File: src/rtl/fdiag_pkg.sv
package fdiag_pkg;

  typedef enum logic [1:0] {
    DC_SHGND = 2'b00,
    DC_OPEN  = 2'b01,
    DC_OVLD  = 2'b10,
    DC_OK    = 2'b11
  } dcode_e;

  // Priority: overload, then short to ground, then open load.
  function automatic dcode_e pick_code(input logic ovl, input logic shg, input logic opn);
    if (ovl) return DC_OVLD;
    if (shg) return DC_SHGND;
    if (opn) return DC_OPEN;
    return DC_OK;
  endfunction

endpackage

File: src/rtl/fdiag_cs_edge.sv
module fdiag_cs_edge (
  input  logic clk,
  input  logic rst,
  input  logic cs_n,
  output logic rise,
  output logic fall
);
  logic cs_q;

  always_ff @(posedge clk) begin
    if (rst) cs_q <= 1'b1;
    else     cs_q <= cs_n;
  end

  assign rise = cs_n & ~cs_q;
  assign fall = ~cs_n & cs_q;
endmodule

File: src/rtl/fdiag_filter.sv
module fdiag_filter
  import fdiag_pkg::*;
#(
  parameter int unsigned HOLD = 22000
) (
  input  logic       clk,
  input  logic       rst,
  input  logic       ovl,
  input  logic       shg,
  input  logic       opn,
  output logic       qual,
  output logic [1:0] qcode
);
  localparam int unsigned CW = $clog2(HOLD + 1);
  localparam logic [CW-1:0] HOLD_C = CW'(HOLD);

  dcode_e cand;
  dcode_e cand_q;
  logic [CW-1:0] run_q;

  always_comb cand = pick_code(ovl, shg, opn);

  // run_q counts consecutive samples of the same non-healthy code.
  always_ff @(posedge clk) begin
    if (rst) begin
      cand_q <= DC_OK;
      run_q  <= '0;
    end else begin
      cand_q <= cand;
      if (cand == DC_OK)
        run_q <= '0;
      else if (cand != cand_q)
        run_q <= CW'(1);
      else if (run_q != HOLD_C)
        run_q <= run_q + CW'(1);
    end
  end

  assign qual  = (cand_q != DC_OK) && (run_q == HOLD_C);
  assign qcode = cand_q;
endmodule

File: src/rtl/fdiag_slot.sv
module fdiag_slot
  import fdiag_pkg::*;
(
  input  logic       clk,
  input  logic       rst,
  input  logic       clr,
  input  logic       wr,
  input  logic [1:0] wcode,
  output logic [1:0] code
);
  always_ff @(posedge clk) begin
    if (rst)      code <= DC_OK;
    else if (clr) code <= DC_OK;
    else if (wr)  code <= wcode;
  end
endmodule

File: src/rtl/fault_diag_reg.sv
module fault_diag_reg #(
  parameter int unsigned NCH         = 4,
  parameter int unsigned FILT_CYCLES = 22000
) (
  input  logic             clk,
  input  logic             rst,
  input  logic             cs_n,
  input  logic [NCH-1:0]   ovld_raw,
  input  logic [NCH-1:0]   shgnd_raw,
  input  logic [NCH-1:0]   open_raw,
  output logic [2*NCH-1:0] diag_snap,
  output logic [NCH-1:0]   ok_snap,
  output logic             fault_drv_low
);
  localparam int unsigned BW = 2 * NCH;

  logic          cs_rise;
  logic          cs_fall;
  logic [NCH-1:0] qual;
  logic [BW-1:0]  qcodes;
  logic [BW-1:0]  live;
  logic [NCH-1:0] ok_now;

  fdiag_cs_edge u_edge (
    .clk  (clk),
    .rst  (rst),
    .cs_n (cs_n),
    .rise (cs_rise),
    .fall (cs_fall)
  );

  genvar g;
  generate
    for (g = 0; g < NCH; g++) begin : g_ch
      fdiag_filter #(.HOLD(FILT_CYCLES)) u_filt (
        .clk   (clk),
        .rst   (rst),
        .ovl   (ovld_raw[g]),
        .shg   (shgnd_raw[g]),
        .opn   (open_raw[g]),
        .qual  (qual[g]),
        .qcode (qcodes[2*g +: 2])
      );

      fdiag_slot u_slot (
        .clk   (clk),
        .rst   (rst),
        .clr   (cs_rise),
        .wr    (qual[g]),
        .wcode (qcodes[2*g +: 2]),
        .code  (live[2*g +: 2])
      );

      assign ok_now[g] = &live[2*g +: 2];
    end
  endgenerate

  always_ff @(posedge clk) begin
    if (rst) begin
      diag_snap     <= '1;
      ok_snap       <= '1;
      fault_drv_low <= 1'b0;
    end else begin
      if (cs_fall) begin
        diag_snap <= live;
        ok_snap   <= ok_now;
      end
      fault_drv_low <= ~(&ok_now);
    end
  end
endmodule

File: config.mk
export PLATFORM = sky130hd
export DESIGN_NAME = fault_diag_reg
export DESIGN_NICKNAME = d
export VERILOG_FILES = /design/src/rtl/fdiag_pkg.sv /design/src/rtl/fdiag_cs_edge.sv /design/src/rtl/fdiag_filter.sv /design/src/rtl/fdiag_slot.sv /design/src/rtl/fault_diag_reg.sv
export SDC_FILE = /design/constraint.sdc
export NUM_CORES = 1
export LEC_CHECK = 0
export ABC_AREA = 1
export BUFFER_PORTS_ARGS = -buffer_cell sky130_fd_sc_hd__buf_2
export CORE_UTILIZATION = 35
export CTS_CLUSTER_DIAMETER = 200
export DETAILED_ROUTE_END_ITERATION = 7
export GPL_TIMING_DRIVEN = 0
export PLACE_DENSITY = 0.6
export SYNTH_ARGS = -nofsm -noshare
export SYNTH_HDL_FRONTEND = slang
export SYNTH_SLANG_ARGS = --single-unit
File: constraint.sdc
create_clock -name clk -period 2.19 [get_ports clk]
set_clock_uncertainty 0.2 [all_clocks]
set_input_delay 0.1095 -clock clk [delete_from_list [all_inputs] [get_ports clk]]
set_output_delay 0.1095 -clock clk [all_outputs]
set_load 0.01 [all_outputs]
==> reports/summary.txt <==
status - complete, no violations
average size of a mapped cell - 6.95 um^2
Area contributors post-synth - dfxtp_1 40%, nand2_1 14%, inv_1 6.9%, nand3_1 6.8%, nor2_1 5.6%
final hold vios - 0
Setup TNS Final - 0 ns
drt wl/cell - 11.0 um
number of global-route vias before repair - 3707
commonest non-fill, non-tap cell in the layout - nand2_1
slew margin rel. - 0.538
DR vias/cell - 4.61
dominant cell type by area after synthesis - dfxtp_1
worst skew pair latency - 0.35 ns
crit path launch type - primary input
Clock Sinks - 90
Ant. Diodes - 0
CP Max Fanout - 3
VDD IR max - 0.000372 V
initial antenna violation count - 0
Die H - 116 um
CP endpoint kind - flop
Placer Congestion - 0.836
fmax - 0.507 GHz
Core ar. - 12600 um^2
Yosys reg bits - 90
# fillers - 1329
period utilization - 0.900
Max-cap violations - 0
Power Density - 674 nW/um^2
CP required - 2.23 ns
sequential share of the synthesized area - 0.397
hpwl dp - 7.22 mm
WP data arrival - 2.01 ns
share of the synthesized area in the top cell type - 0.397
CTS clock-pin slew for the worst setup and hold paths - 0.07 ns
Yosys warnings - 0
clock tree buffer depth - 2
Final Critical Period - 1.97 ns
Setup WS post-layout - 0.218 ns
Final setup viols - 0
commonest non-fill, non-tap cells in the layout - 174 x nand2_1, 90 x dfxtp_1, 84 x inv_1, 68 x nor2_1, 62 x nand3_1
Post-CTS Resized - 0
H-tree levels - 3
CTS Root Cell - clkbuf_16
drt initial violations - 181
DRC errors left - 0
pin count of the biggest net entering global routing - 16
share of cells above drive strength 1 - 0.144
Starting Density - 0.360
slew at the pin closest to its max-slew limit - 0.692 ns
Synth cell types - 28
cell count after synthesis - 653
Num CTS Buffers - 9
die area - 13400 um^2
RSZ-0062 raised after global routing - false
Hold Path Class - primary input to flop
crit path kind - primary input to flop
Area Overhead vs Synth - 19.1%
IO buf count - 27
CTS tree - built
final WL - 9.71 mm
first-pass GRT wire length - 16.3 mm
total global-route track usage - 0.154
Synthesized Nets - 676
count of final max-slew check failures - 0
Final #Nets - 733
vias post-DR - 4093
antenna-violating nets left - 0
total iterations of the first detailed-routing run - 5
Congestion Overflow GR - 0
Setup WS pre-CTS - 0.502 ns
static leakage - 2.07 nW
I/O Pins - 28
site row count - 41
synthesized area - 4540 um^2
Die X - 116 um
==> routing by layer <==
layer	global-route usage	wire length, um
met5	0	0
met4	0.0692	165
met3	0.0288	284
met2	0.246	4360
met1	0.202	4900
==> power breakdown <==
part	total (mW)	switching, mW	internal, mW	leakage (nW)
combinational	0.250	0.147	0.103	1.18
sequential	1.70	0.0298	1.67	0.732
clock	1.70	0.663	1.03	0.155
==> flip-flops by register name (all words and copies together) (netlist names) <==
register and cells:
diag_snap 8, fault_drv_low 1, g_ch.u_filt.qcode 8, g_ch.u_filt.run_q 60
g_ch.u_slot.code 8, ok_snap 4, u_edge.cs_q 1
==> cell type report <==
class                           instances  area (um^2)  area share
Tap cell                              172          215      0.0398
Sequential cell                        90         1800       0.333
Buffer                                  7         57.6      0.0106
Timing Repair Buffer                   46          325      0.0602
Multi-Input combinational cell        471         2360       0.436
Clock buffer                           10          239      0.0442
Inverter                               85          319      0.0590
Clock inverter                          6         88.8      0.0164
==> worst max-delay path, stage by stage <==
cell and delay (ns):
dlygate4sd3_1 0.53, buf_2 0.10, inv_1 0.03, nand2_1 0.08, dlygate4sd3_1 0.56, nand3_1 0.06, dlygate4sd3_1 0.55
==> worst paths after layout <==
| kind | start | to | slack [ns] | cells after the start |
|---|---|---|---|---|
| setup / recovery | open_raw[3] | g_ch[3].u_filt.qcode[1] | 0.22 | 7 |
| hold / removal | shgnd_raw[3] | g_ch[3].u_filt.run_q[0] | 0.04 | 7 |
| setup reg to reg | g_ch[0].u_filt.run_q[1] | g_ch[0].u_filt.run_q[14] | 0.49 | 5 |
| hold reg to reg | diag_snap[5] | diag_snap[5] | 0.26 | 2 |
==> synthesized netlist by cell type, drive strengths merged <==
master / instances
clkbuf: 2
xor2: 9
nor3b: 1
ha: 8
dfxtp: 90
nor3: 15
nand2: 184
nand3b: 5
nor4: 1
or2: 10
nor2: 85
xnor2: 5
a21oi: 52
nand3: 63
nand4: 20
inv: 85
o21ai: 13
buf: 5
==> kinds of logic after synthesis <==
family                   Yosys count  synth area share
buffers and inverters             92            0.0830
AND/OR/NAND/NOR                  384             0.382
adder cells (fa/ha/maj)            8            0.0221
flip-flops                        90             0.397
XOR/XNOR                          14            0.0270
AO/OA/AOI/OAI                     65            0.0891
==> metrics by stage <==
| step | hold slack, ns | total power [mW] | utilization | cells | instance area, um^2 |
|---|---|---|---|---|---|
| finish | 0.0356 | 3.65 | 0.428 | 887 | 5410 |
| global route | 0.103 | 3.80 | 0.428 | 887 | 5410 |
| CTS | 0.0272 | 3.69 | 0.428 | 887 | 5410 |
| detailed placement | 0.128 | 1.96 | 0.387 | 852 | 4890 |
| global placement | 0.123 | 1.96 | 0.387 | 852 | 4890 |
| floorplan | 0.000583 | 1.89 | - | 653 | 4540 |
==> what timing repair did <==
item                       4_1_cts  5_1_grt
setup endpoints to repair        0        0
hold endpoints to repair        18        0
setup buffers                    0        0
hold buffers                    19        0
Note: power is estimated with default switching activity, not from simulation.
